`src/rtl/pgwalk_pkg.sv`:
```
package pgwalk_pkg;

  typedef enum logic [2:0] {
    ST_IDLE  = 3'd0,
    ST_RD1   = 3'd1,
    ST_WT1   = 3'd2,
    ST_RD2   = 3'd3,
    ST_WT2   = 3'd4,
    ST_DONE  = 3'd5,
    ST_FAULT = 3'd6
  } walk_st_t;

  // position of the valid flag inside a table entry
  localparam int unsigned PTE_VLD_BIT = 0;

  // fault level codes
  localparam logic LVL_TOP = 1'b0;
  localparam logic LVL_SUB = 1'b1;

endpackage

```
`src/rtl/pgwalk_ctrl.sv`:
```
module pgwalk_ctrl
  import pgwalk_pkg::*;
(
  input  logic clk,
  input  logic rst_n,
  input  logic req_valid,
  input  logic mem_rd_ready,
  input  logic mem_rsp_valid,
  input  logic rsp_pte_vld,
  output logic busy,
  output logic mem_rd_valid,
  output logic use_lvl2,
  output logic cap_req,
  output logic cap_l1,
  output logic cap_l2,
  output logic done,
  output logic fault,
  output logic fault_lvl
);

  walk_st_t st_q, st_d;
  logic     lvl_q, lvl_d, lvl_en;

  // next-state logic
  always_comb begin
    st_d    = st_q;
    cap_req = 1'b0;
    cap_l1  = 1'b0;
    cap_l2  = 1'b0;
    lvl_en  = 1'b0;
    lvl_d   = lvl_q;
    case (st_q)
      ST_IDLE: begin
        if (req_valid) begin
          cap_req = 1'b1;
          st_d    = ST_RD1;
        end
      end
      ST_RD1: begin
        if (mem_rd_ready) st_d = ST_WT1;
      end
      ST_WT1: begin
        if (mem_rsp_valid) begin
          if (rsp_pte_vld) begin
            cap_l1 = 1'b1;
            st_d   = ST_RD2;
          end else begin
            lvl_en = 1'b1;
            lvl_d  = LVL_TOP;
            st_d   = ST_FAULT;
          end
        end
      end
      ST_RD2: begin
        if (mem_rd_ready) st_d = ST_WT2;
      end
      ST_WT2: begin
        if (mem_rsp_valid) begin
          if (rsp_pte_vld) begin
            cap_l2 = 1'b1;
            st_d   = ST_DONE;
          end else begin
            lvl_en = 1'b1;
            lvl_d  = LVL_SUB;
            st_d   = ST_FAULT;
          end
        end
      end
      ST_DONE:  st_d = ST_IDLE;
      ST_FAULT: st_d = ST_IDLE;
      default:  st_d = ST_IDLE;
    endcase
  end

  // state register
  always_ff @(posedge clk or negedge rst_n) begin
    if (!rst_n) begin
      st_q <= ST_IDLE;
    end else begin
      st_q <= st_d;
    end
  end

  // fault level register
  always_ff @(posedge clk or negedge rst_n) begin
    if (!rst_n) begin
      lvl_q <= LVL_TOP;
    end else if (lvl_en) begin
      lvl_q <= lvl_d;
    end
  end

  // state-decoded outputs
  always_comb begin
    busy         = (st_q != ST_IDLE);
    mem_rd_valid = (st_q == ST_RD1) || (st_q == ST_RD2);
    use_lvl2     = (st_q == ST_RD2);
    done         = (st_q == ST_DONE);
    fault        = (st_q == ST_FAULT);
    fault_lvl    = lvl_q;
  end

endmodule

```
`src/rtl/pgwalk_regs.sv`:
```
module pgwalk_regs #(
  parameter int unsigned VA_W  = 32,
  parameter int unsigned PTE_W = 32,
  parameter int unsigned OFF_W = 12,
  localparam int unsigned PFN_W  = PTE_W - OFF_W,
  localparam int unsigned PERM_W = OFF_W - 1
) (
  input  logic              clk,
  input  logic              rst_n,
  input  logic              cap_req,
  input  logic              cap_l1,
  input  logic              cap_l2,
  input  logic [VA_W-1:0]   in_vaddr,
  input  logic [PTE_W-1:0]  in_root,
  input  logic [PTE_W-1:0]  rsp_data,
  output logic [VA_W-1:0]   va_q,
  output logic [PTE_W-1:0]  root_q,
  output logic [PFN_W-1:0]  tbl_q,
  output logic [PFN_W-1:0]  pfn_q,
  output logic [PERM_W-1:0] perm_q
);

  // request capture
  always_ff @(posedge clk or negedge rst_n) begin
    if (!rst_n) begin
      va_q   <= '0;
      root_q <= '0;
    end else if (cap_req) begin
      va_q   <= in_vaddr;
      root_q <= in_root;
    end
  end

  // second-level table base from the top-level entry
  always_ff @(posedge clk or negedge rst_n) begin
    if (!rst_n) begin
      tbl_q <= '0;
    end else if (cap_l1) begin
      tbl_q <= rsp_data[PTE_W-1:OFF_W];
    end
  end

  // leaf result
  always_ff @(posedge clk or negedge rst_n) begin
    if (!rst_n) begin
      pfn_q  <= '0;
      perm_q <= '0;
    end else if (cap_l2) begin
      pfn_q  <= rsp_data[PTE_W-1:OFF_W];
      perm_q <= rsp_data[OFF_W-1:1];
    end
  end

endmodule

```
`src/rtl/pgwalk_addr.sv`:
```
module pgwalk_addr #(
  parameter int unsigned VA_W  = 32,
  parameter int unsigned L1_W  = 10,
  parameter int unsigned L2_W  = 10,
  parameter int unsigned PTE_W = 32,
  localparam int unsigned OFF_W = VA_W - L1_W - L2_W,
  localparam int unsigned PFN_W = PTE_W - OFF_W,
  localparam int unsigned ESH   = $clog2(PTE_W / 8)
) (
  input  logic [VA_W-1:0]  va_q,
  input  logic [PTE_W-1:0] root_q,
  input  logic [PFN_W-1:0] tbl_q,
  input  logic             use_lvl2,
  output logic [PTE_W-1:0] rd_addr
);

  logic [L1_W-1:0]  idx_top;
  logic [L2_W-1:0]  idx_sub;
  logic [PTE_W-1:0] off_top, off_sub;
  logic [PTE_W-1:0] addr_top, addr_sub;

  always_comb begin
    idx_top  = va_q[VA_W-1 -: L1_W];
    idx_sub  = va_q[OFF_W +: L2_W];
    off_top  = PTE_W'(idx_top) << ESH;
    off_sub  = PTE_W'(idx_sub) << ESH;
    addr_top = root_q + off_top;
    addr_sub = {tbl_q, {OFF_W{1'b0}}} + off_sub;
    rd_addr  = use_lvl2 ? addr_sub : addr_top;
  end

endmodule

```
`src/rtl/pgwalk_top.sv`:
```
module pgwalk_top #(
  parameter int unsigned VA_W  = 32,
  parameter int unsigned L1_W  = 10,
  parameter int unsigned L2_W  = 10,
  parameter int unsigned PTE_W = 32,
  localparam int unsigned OFF_W  = VA_W - L1_W - L2_W,
  localparam int unsigned PFN_W  = PTE_W - OFF_W,
  localparam int unsigned PERM_W = OFF_W - 1
) (
  input  logic              clk,
  input  logic              rst_n,
  input  logic              req_valid,
  input  logic [VA_W-1:0]   req_vaddr,
  input  logic [PTE_W-1:0]  req_root,
  output logic              busy,
  output logic              mem_rd_valid,
  output logic [PTE_W-1:0]  mem_rd_addr,
  input  logic              mem_rd_ready,
  input  logic              mem_rsp_valid,
  input  logic [PTE_W-1:0]  mem_rsp_data,
  output logic              done,
  output logic              fault,
  output logic              fault_lvl,
  output logic [PFN_W-1:0]  res_pfn,
  output logic [PERM_W-1:0] res_perm,
  output logic [PTE_W-1:0]  res_paddr
);

  logic              use_lvl2, cap_req, cap_l1, cap_l2;
  logic [VA_W-1:0]   va_q;
  logic [PTE_W-1:0]  root_q;
  logic [PFN_W-1:0]  tbl_q;

  pgwalk_ctrl u_ctrl (
    .clk           (clk),
    .rst_n         (rst_n),
    .req_valid     (req_valid),
    .mem_rd_ready  (mem_rd_ready),
    .mem_rsp_valid (mem_rsp_valid),
    .rsp_pte_vld   (mem_rsp_data[pgwalk_pkg::PTE_VLD_BIT]),
    .busy          (busy),
    .mem_rd_valid  (mem_rd_valid),
    .use_lvl2      (use_lvl2),
    .cap_req       (cap_req),
    .cap_l1        (cap_l1),
    .cap_l2        (cap_l2),
    .done          (done),
    .fault         (fault),
    .fault_lvl     (fault_lvl)
  );

  pgwalk_regs #(.VA_W(VA_W), .PTE_W(PTE_W), .OFF_W(OFF_W)) u_regs (
    .clk      (clk),
    .rst_n    (rst_n),
    .cap_req  (cap_req),
    .cap_l1   (cap_l1),
    .cap_l2   (cap_l2),
    .in_vaddr (req_vaddr),
    .in_root  (req_root),
    .rsp_data (mem_rsp_data),
    .va_q     (va_q),
    .root_q   (root_q),
    .tbl_q    (tbl_q),
    .pfn_q    (res_pfn),
    .perm_q   (res_perm)
  );

  pgwalk_addr #(.VA_W(VA_W), .L1_W(L1_W), .L2_W(L2_W), .PTE_W(PTE_W)) u_addr (
    .va_q     (va_q),
    .root_q   (root_q),
    .tbl_q    (tbl_q),
    .use_lvl2 (use_lvl2),
    .rd_addr  (mem_rd_addr)
  );

  assign res_paddr = {res_pfn, va_q[OFF_W-1:0]};

endmodule

```
`config.mk`:
```
export PLATFORM = sky130hd
export DESIGN_NAME = pgwalk_top
export DESIGN_NICKNAME = d
export VERILOG_FILES = /design/src/rtl/pgwalk_pkg.sv /design/src/rtl/pgwalk_ctrl.sv /design/src/rtl/pgwalk_regs.sv /design/src/rtl/pgwalk_addr.sv /design/src/rtl/pgwalk_top.sv
export SDC_FILE = /design/constraint.sdc
export NUM_CORES = 1
export LEC_CHECK = 0
export BUFFER_PORTS_ARGS = -buffer_cell sky130_fd_sc_hd__buf_2
export CAP_MARGIN = 0
export CORE_MARGIN = 1
export CORE_UTILIZATION = 50
export CTS_BUF_LIST = sky130_fd_sc_hd__clkbuf_8
export DETAILED_ROUTE_END_ITERATION = 8
export GPL_ROUTABILITY_DRIVEN = 0
export PLACE_DENSITY_LB_ADDON = 0.25
export SLEW_MARGIN = 20
export SYNTH_ARGS = -nofsm -noshare
export SYNTH_HDL_FRONTEND = slang
export SYNTH_HIERARCHICAL = 1
export SYNTH_SLANG_ARGS = --single-unit
```
`constraint.sdc`:
```
create_clock -name clk -period 4.7 [get_ports clk]
set_input_delay 0.94 -clock clk [delete_from_list [all_inputs] [get_ports clk]]
set_output_delay 0.94 -clock clk [all_outputs]
set_load 0.01 [all_outputs]
```
# Word level (Yosys, flattened, before mapping)

Cells that the tools add are included.

Bits in registers: 119
Input port bits: 101
Output and inout bits: 100
Logic and storage cells: 52

Add/sub/neg operators: 2
Equal/unequal tests: 13
Mux-type cells: 23
Reductions and logical operators: 7

Operator list:

| operator           | number |
|---|---|
| $add 32x12->32     | 2 |
| $mux 32            | 1 |
| $mux 3             | 6 |
| $pmux 3 s5         | 1 |
| $ne 2x2->1 const B | 7 |
| $mux 1             | 13 |
| $eq 3x3->1 const B | 3 |
| $eq 3x2->1 const B | 2 |
| $reduce_and 6->1   | 1 |
| $reduce_and 5->1   | 1 |
| $eq 3x1->1 const B | 1 |
| $logic_not 3->1    | 1 |
| $reduce_bool 3->1  | 1 |
| $mux 2             | 1 |
| $pmux 1 s2         | 1 |
| $reduce_bool 2->1  | 1 |
| $reduce_or 2->1    | 1 |
| $logic_or 1x1->1   | 1 |

# Depth between registers and ports, before layout

Gate-level depths: netlist (run 1).

Depth after elaboration: 4
Mapped depth: 8
Mapped depth without buffers: 8

# By module

Netlist (run 1), hierarchy kept.

Modules (own cells, without submodules):

| module      | times used | cells an instance | area an instance (um^2) | seq. area each (um^2) |
|---|---|---|---|---|
| pgwalk_regs | 1          | 242               | 4,561.9                 | 2,877.8 |
| pgwalk_addr | 1          | 193               | 1,257.5                 | 0.0 |
| pgwalk_ctrl | 1          | 42                | 335.3                   | 100.1 |
| pgwalk_top  | 1          | 20                | 150.1                   | 0.0 |

# Worst setup path before layout (run 1)

OpenSTA, ideal clock, no wires.

Path type: register to output
From: register u_regs.va_q[22]
To: output mem_rd_addr[22]
Data arrival time: 2.210 ns
Required time: 3.760 ns
Setup slack: 1.550 ns
Cell stages (with the launch flop): 9
Buffers on the path: 0
Cell sequence: dfrtp_1 > ha_1 > fa_1 > a21o_1 > a221oi_2 > o311ai_4 > nand4_1 > xor2_1 > o21ai_0

Longest elaborated chain between the ends: 2

Ends and longest elaborated chain:

| item                     | line              | source |
|---|---|---|
| start: declaration       | pgwalk_regs.sv:16 | `output logic [VA_W-1:0] va_q,` |
| start signal: assignment | pgwalk_regs.sv:29 | `va_q <= in_vaddr;` |
| $add 32x12->32           | pgwalk_addr.sv:27 | `addr_top = root_q + off_top;` |
| $mux 32                  | pgwalk_addr.sv:29 | `rd_addr = use_lvl2 ? addr_sub : addr_top;` |
| end: declaration         | pgwalk_top.sv:17  | `output logic [PTE_W-1:0] mem_rd_addr,` |

Every way passes these cells.

# Final worst setup path (run 1)

From: register u_regs.root_q[2]
To: output mem_rd_addr[16]

Longest elaborated chain between the ends: 2

Ends and longest elaborated chain:

| item                     | line              | source |
|---|---|---|
| start: declaration       | pgwalk_regs.sv:17 | `output logic [PTE_W-1:0] root_q,` |
| start signal: assignment | pgwalk_regs.sv:30 | `root_q <= in_root;` |
| $add 32x12->32           | pgwalk_addr.sv:27 |  |
| $mux 32                  | pgwalk_addr.sv:29 |  |

Every way passes these cells.

==> results of run 1 <==
[layout make-up]
type                    instances  share of cell area [%]
repair buffers                207                    13.9
clock inverters                 8                    1.53
inverters                       4                   0.196
clock buffers                  23                    4.13
diodes                          1                  0.0326
well taps                     168                    2.74
multi-input cells             329                    38.6
flip-flops and latches        119                    38.8
[power groups by stage]
stage	registers, W	clock network (W)	logic (W)
global route	0.00204	0.00107	0.00338
detailed placement	0.00198	0	0.00312
floorplan	0.00193	0	0.00225
global placement	0.00195	0	0.00306
finish	0.00196	0.000997	0.00312
CTS	0.00197	0.00103	0.00314
[registers in the layout, indices dropped and copies added, names as in the netlist]
name	flops
u_regs/root_q	32
u_regs/va_q	32
u_regs/pfn_q	20
u_regs/tbl_q	20
u_regs/perm_q	11
u_ctrl/st_q	3
u_ctrl/fault_lvl	1
[cell families (layout without fill, tap and decap cells)]
logic type	after synthesis	in the layout	share of synthesized area, %
other	0	1	0
flip-flops	119	119	47.2
multiplexers	118	118	24.6
XOR/XNOR	22	22	3.06
AO/OA/AOI/OAI	69	69	7.84
adder cells (fa/ha/maj)	11	11	2.30
buffers and inverters	49	242	6.09
AND/OR/NAND/NOR	109	109	8.85
[stage by stage]
step	util (%)	setup WS [ps]	cells
3_3_place_gp	59.5	1310	827
5_1_grt	63.1	565	859
6_report	63.1	774	859
2_1_floorplan	-	1550	497
4_1_cts	63.0	681	858
3_5_place_dp	59.5	1180	827
[final timing paths]
check                                 start          endpoint  slack, ps
max                        u_regs/root_q[2]   mem_rd_addr[16]        770
min                        u_regs/tbl_q[19]  u_regs/tbl_q[19]        500
max reg2reg                  u_ctrl/st_q[2]    u_regs/va_q[8]       2030
min reg2reg                u_regs/tbl_q[19]  u_regs/tbl_q[19]        500
max in group asynchronous             rst_n   u_regs/pfn_q[9]       3200
min in group asynchronous             rst_n   u_regs/va_q[24]        580
[cell usage after synthesis (6+ instances only)]
library cell  count  share of area, %
a21oi_1          10              0.79
buf_12            6               1.9
buf_4            24               2.9
clkbuf_1          7              0.42
dfrtp_1         119                47
ha_1             10               2.0
mux2_2           57                10
mux2_4           60                14
nand2_1          37               2.2
nand3_1          14               1.1
nand4_1           7              0.69
nor2_1           14              0.83
nor2b_1           8              0.79
o21ai_0          27               2.1
xnor2_1           9               1.3
xor2_1           13               1.8
[routing by layer]
layer / up-vias / share of wire (%) / GRT usage [%]
met3: 18 / 6.2 / 6.83
li1: 2132 / - / -
met5: - / 0 / 0
met4: 0 / 1.5 / 8.92
met2: 166 / 49 / 37.7
met1: 2220 / 43 / 28.4
==> summary.md, run 1 <==
| Metric | Value |
|---|---|
| Yosys Warn Count | 6 |
| Die Y | 114 µm |
| CP top delay family | compound AO/OA/AOI/OAI gates |
| Endpoint class of the critical path | output port |
| Synth Register Bits | 119 |
| Slowest stage delay, CP | 420 ps |
| Starting density of the core | 51.8% |
| Critical path class | reg2out |
| Commonest non-fill, non-tap cells in the layout | buf_2, dfrtp_1, mux2_4 |
| Area grow syn2layout | 21.6% |
| Slew Viols, Final | 0 |
| Synth Flop Type | dfrtp_1 |
| Dpl cell area | 0.00723 mm² |
| Most common cell after layout, fill and taps aside | buf_2 |
| Post-cts repair resize count | 0 |
| Worst-Margin Slew | 965 ps |
| Pwr/cell area | 792 mW/mm² |
| Sw frac | 38.6% |
| Unrepaired setup endpoints after global routing | no |
| CTS sink cnt | 119 |
| Final worst-path cycle share | 83.5% |
| Worst Skew | 9.42 ps |
| First-pass GRT wire length | 22.6 mm |
| Core box area | 0.0122 mm² |
| Max VDD drop | 311 µV |
| Clk pwr share | 16.4% |
| Async set or reset register ratio after synthesis | 100% |
| Synthesized cell area | 0.00630 mm² |
| Slew headroom | 35.5% |
| Count of flip-flops with a built-in enable after synthesis | 0 |
| Final setup fails | 0 |
| Slowest cell on crit path | a221oi_2 |
| Post-Synthesis Cells | 497 |
| Pin count of the biggest net entering global routing | 60 |
| Port bufs | 200 |
| R2R depth | 4 |
| Critical Path RT | 3760 ps |
| CTS Hold Bufs | 0 |
| Routed vias | 4536 |
| Reg area | 0.00298 mm² |
| Routed len/inst | 16.6 µm |
| Detail Route Antenna Nets | 0 |
| Final min period | 3930 ps |
| CTS tree | yes |
| Final Instance Area | 0.00767 mm² |
| FMAX | 255 MHz |
| Setup repair bufs after CTS | 0 |
| Switching Power | 0.00235 W |
| Pre-antenna DRT Iters | 4 |
| Iter 0 DRT Violations | 209 |
| P_leak | 3.69 nW |
| Hold depth | 1 |
| Startpoint types | register |
| Dpl hpwl | 10.3 mm |
| Max-cap violation count | 0 |
| Final TNS setup | 0 ps |
| Mean Syn Cell Area | 12.7 µm² |
| Seq pwr share | 32.3% |
| Ports | 201 |
| Routed wire length | 14.3 mm |
| # fillers | 976 |
| # H-tree levels | 4 |
| Initial antenna violation count | 1 |
| Synth cell types | 55 |
| Die width | 114 µm |
| Fin. Hold Viols | 0 |
| Share of layout cells above drive strength 1 | 53.3% |
| Seq/Total Area, Yosys | 47.2% |
| Clk_lat worst skew | 430 ps |
| Run status | finished clean |
| Buf/Inv on CP | 1 |
| Clock Pin Slew Worst Setup and Hold Paths | 70 ps |
| Post-DR vias/cell | 5.28 |
| Critical-path maximum fanout | 10 |
| Syn_nets | 609 |
| Die area | 0.0131 mm² |
| Crit path cell chain | ha_1 -> fa_1 -> a21o_1 -> a221oi_2 -> o311ai_4 -> nand3_1 -> xor2_1 -> o21ai_0 -> buf_2 |
| Combinational fraction of design power | 51.3% |
| Vias in the first global route | 4453 |
| Tot Pwr | 0.00608 W |
| Cell internal pwr | 0.00373 W |
| Clk root buf | clkbuf_8 |
| Num rows | 40 |
| Critical Path AT | 2990 ps |
| Drt drc | 0 |
| Hold Path Class | reg2reg |
| Multi-input logic area | 0.00296 mm² |
| GR Overflow Total | 0 |
| GR Util All Layers | 22.9% |
| Layout net count | 790 |
| Hold slack | 500 ps |
| Clock Tree Buf Depth | 2 |
| Crit path depth | 9 |
| CTS Buf Count | 17 |
No activity file was read; power rests on OpenSTA's default activity.
==> run 2, diff against run 1 <==
Clock period 4.7 ns to 3.78 ns, I/O delays scaled along.
==> summary.md, run 2 (same netlist as run 1, synthesis figures left out) <==
| Metric | Value |
|---|---|
| Setup crit end | mem_rd_addr[30] |
| Pwr/cell area | 994 mW/mm² (+25%) |
| Post-DR vias/cell | 5.26 (-0.48%) |
| CTS sink cnt | 119 (unchanged) |
| Critical path class | reg2out |
| Routed len/inst | 16.9 µm (+1.5%) |
| Clk pwr share | 14.5% (-1.9 points) |
| Sw frac | 39.7% (+1.1 points) |
| # diodes | 0 (-1) |
| Max-cap violation count | 0 (unchanged) |
| Num rows | 40 (unchanged) |
| First-pass GRT wire length | 22.5 mm (-0.42%) |
| # H-tree levels | 4 (unchanged) |
| Most common cell after layout, fill and taps aside | buf_2 |
| Worst Skew | 6.54 ps (-2.88 ps) |
| Pre-CTS setup slack | 491 ps (-692 ps) |
| Layout net count | 798 (+1.0%) |
| Final setup margin | 153 ps (-621 ps) |
| Worst-Margin Slew | 810 ps (-154 ps) |
| Switching Power | 0.00305 W (+30%) |
| Seq pwr share | 31.4% (-0.9 points) |
| Final setup fails | 0 (unchanged) |
| Iter 0 DRT Violations | 222 (+6.2%) |
| R2R Setup Slk | 1470 ps (-560 ps) |
| Die Y | 114 µm (unchanged) |
| Detail Route Antenna Nets | 0 (unchanged) |
| Commonest non-fill, non-tap cells in the layout | buf_2, dfrtp_1, mux2_4 |
| Final min period | 3630 ps |
| Clk root buf | clkbuf_8 |
| Top flop regs | u_regs/root_q x32, u_regs/va_q x32 |
| Slew Viols, Final | 0 (unchanged) |
| Cell count after placement | 828 (+0.12%) |
| Vias in the first global route | 4477 (+0.54%) |
| Combinational fraction of design power | 54.2% (+2.9 points) |
| Cell internal pwr | 0.00463 W (+24%) |
| Critical Path AT | 2870 ps (-120 ps) |
| Area grow syn2layout | 22.5% |
| Routed vias | 4551 (+0.33%) |
| CTS tree | yes |
| Share of layout cells above drive strength 1 | 53.9% (+0.53 points) |
| Endpoint class of the critical path | output port |
| Pre-antenna DRT Iters | 4 (unchanged) |
| Dpl hpwl | 10.3 mm (about the same) |
| Core box area | 0.0122 mm² (unchanged) |
| Startpoint types | register |
| Slew headroom | 46.0% (+10 points) |
| Critical path startpoint | u_regs/va_q[22] |
| Port bufs | 200 (unchanged) |
| Clock Tree Buf Depth | 2 (unchanged) |
| Final worst-path cycle share | 95.9% |
| GR Overflow Total | 0 (unchanged) |
| Crit Reg-Reg Startpoint | u_ctrl/st_q[2] |
| FMAX | 276 MHz |
| Final design utilization | 63.5% (+0.46 points) |
| Run status | finished clean |
| Hold Path Class | in2async |
| Pin count of the biggest net entering global routing | 62 (+3.3%) |
| Drt drc | 0 (unchanged) |
| Critical Path RT | 3020 ps (-740 ps) |
| Starting density of the core | 51.8% (unchanged) |
| CTS Buf Count | 17 (unchanged) |
| R2R depth | 4 (unchanged) |
| GR Util All Layers | 22.6% (-0.28 points) |
| Final TNS setup | 0 ps (unchanged) |
| Fin. Hold Viols | 0 (unchanged) |
| CTS Hold Bufs | 0 (unchanged) |
| Die width | 114 µm (unchanged) |
| Finished Layout Cells | 866 (+0.81%) |
| Critical-path maximum fanout | 5 (-5) |
| Initial antenna violation count | 0 (-1) |
| Max VDD drop | 484 µV (+55%) |
| Clock Pin Slew Worst Setup and Hold Paths | 60 ps (about the same) |
| Reg2reg end | u_regs/va_q[31] |
| Clk_lat worst skew | 430 ps (about the same) |
| P_leak | 3.72 nW (+0.73%) |
| Die area | 0.0131 mm² (unchanged) |
| Routed wire length | 14.6 mm (+2.4%) |
| Ports | 201 (unchanged) |
-- run 2: cell count changes in the layout (fill, tap and decap cells not counted), moves of 2 or more --
cell,previous run,this run
buf_4,7,14
clkbuf_8,23,20
clkinvlp_4,1,3
inv_1,4,7
-- run 2: how the worst min path moves through the flow --
stage,startpoint,to,slack [ps],cells past startpoint
finish,rst_n,u_regs/root_q[4],400,1
detailed placement,u_regs/root_q[0],u_regs/root_q[0],490,1
global placement,u_regs/root_q[1],u_regs/root_q[1],480,1
floorplan,rst_n,u_ctrl/fault_lvl,460,0
global route,rst_n,u_regs/root_q[4],430,1
CTS,rst_n,u_regs/root_q[4],410,1
-- run 2: per-stage QoR --
| step | cell area [µm²] | hold slack (ps) | total power, W |
|---|---|---|---|
| 2_1_floorplan | 6300 | 460 | 0.00520 |
| 3_3_place_gp | 7240 | 484 | 0.00624 |
| 3_5_place_dp | 7240 | 492 | 0.00635 |
| 4_1_cts | 7630 | 411 | 0.00754 |
| 5_1_grt | 7720 | 428 | 0.00820 |
| 6_report | 7720 | 398 | 0.00768 |
-- run 2: per-layer routing --
| metal | GRT usage [%] | share of wire, % |
|---|---|---|
| met5 | 0 | 0 |
| met3 | 6.35 | 6.1 |
| met1 | 29.1 | 44 |
| met2 | 36.4 | 49 |
| met4 | 8.57 | 1.3 |
-- run 2: power groups by stage --
stage	logic (W)	registers, W	clock network (W)
final	0.00416	0.00241	0.00111
after global routing	0.00450	0.00250	0.00120
after CTS	0.00398	0.00241	0.00114
after detailed placement	0.00392	0.00243	0
after global placement	0.00385	0.00239	0
after floorplan	0.00280	0.00240	0
-- run 2: final cells by class --
cell class	instances	area, µm²
flip-flops and latches	119	2980
clock inverters	11	109
multi-input cells	330	3020
clock buffers	20	275
inverters	4	15.0
fillers	988	4440
repair buffers	214	1120
well taps	168	210
-- run 2: worst max-delay path: stages (launching register included) --
cell and delay (ps):
dfrtp_1 380, ha_1 230, fa_2 370, a21o_1 210, a221oi_4 340, buf_4 200, o311ai_4 150, nand4_1 160
xor2_1 70, o21ai_0 170, buf_2 170
-- run 2: what timing repair did --
action                                 4_1_cts  5_1_grt
pin swaps                                    0        7
setup buffers                                0        6
cloned                                       0        1
setup endpoints to repair                    1       10
endpoints found under the hold margin        0        0
gates resized for setup                      1        6
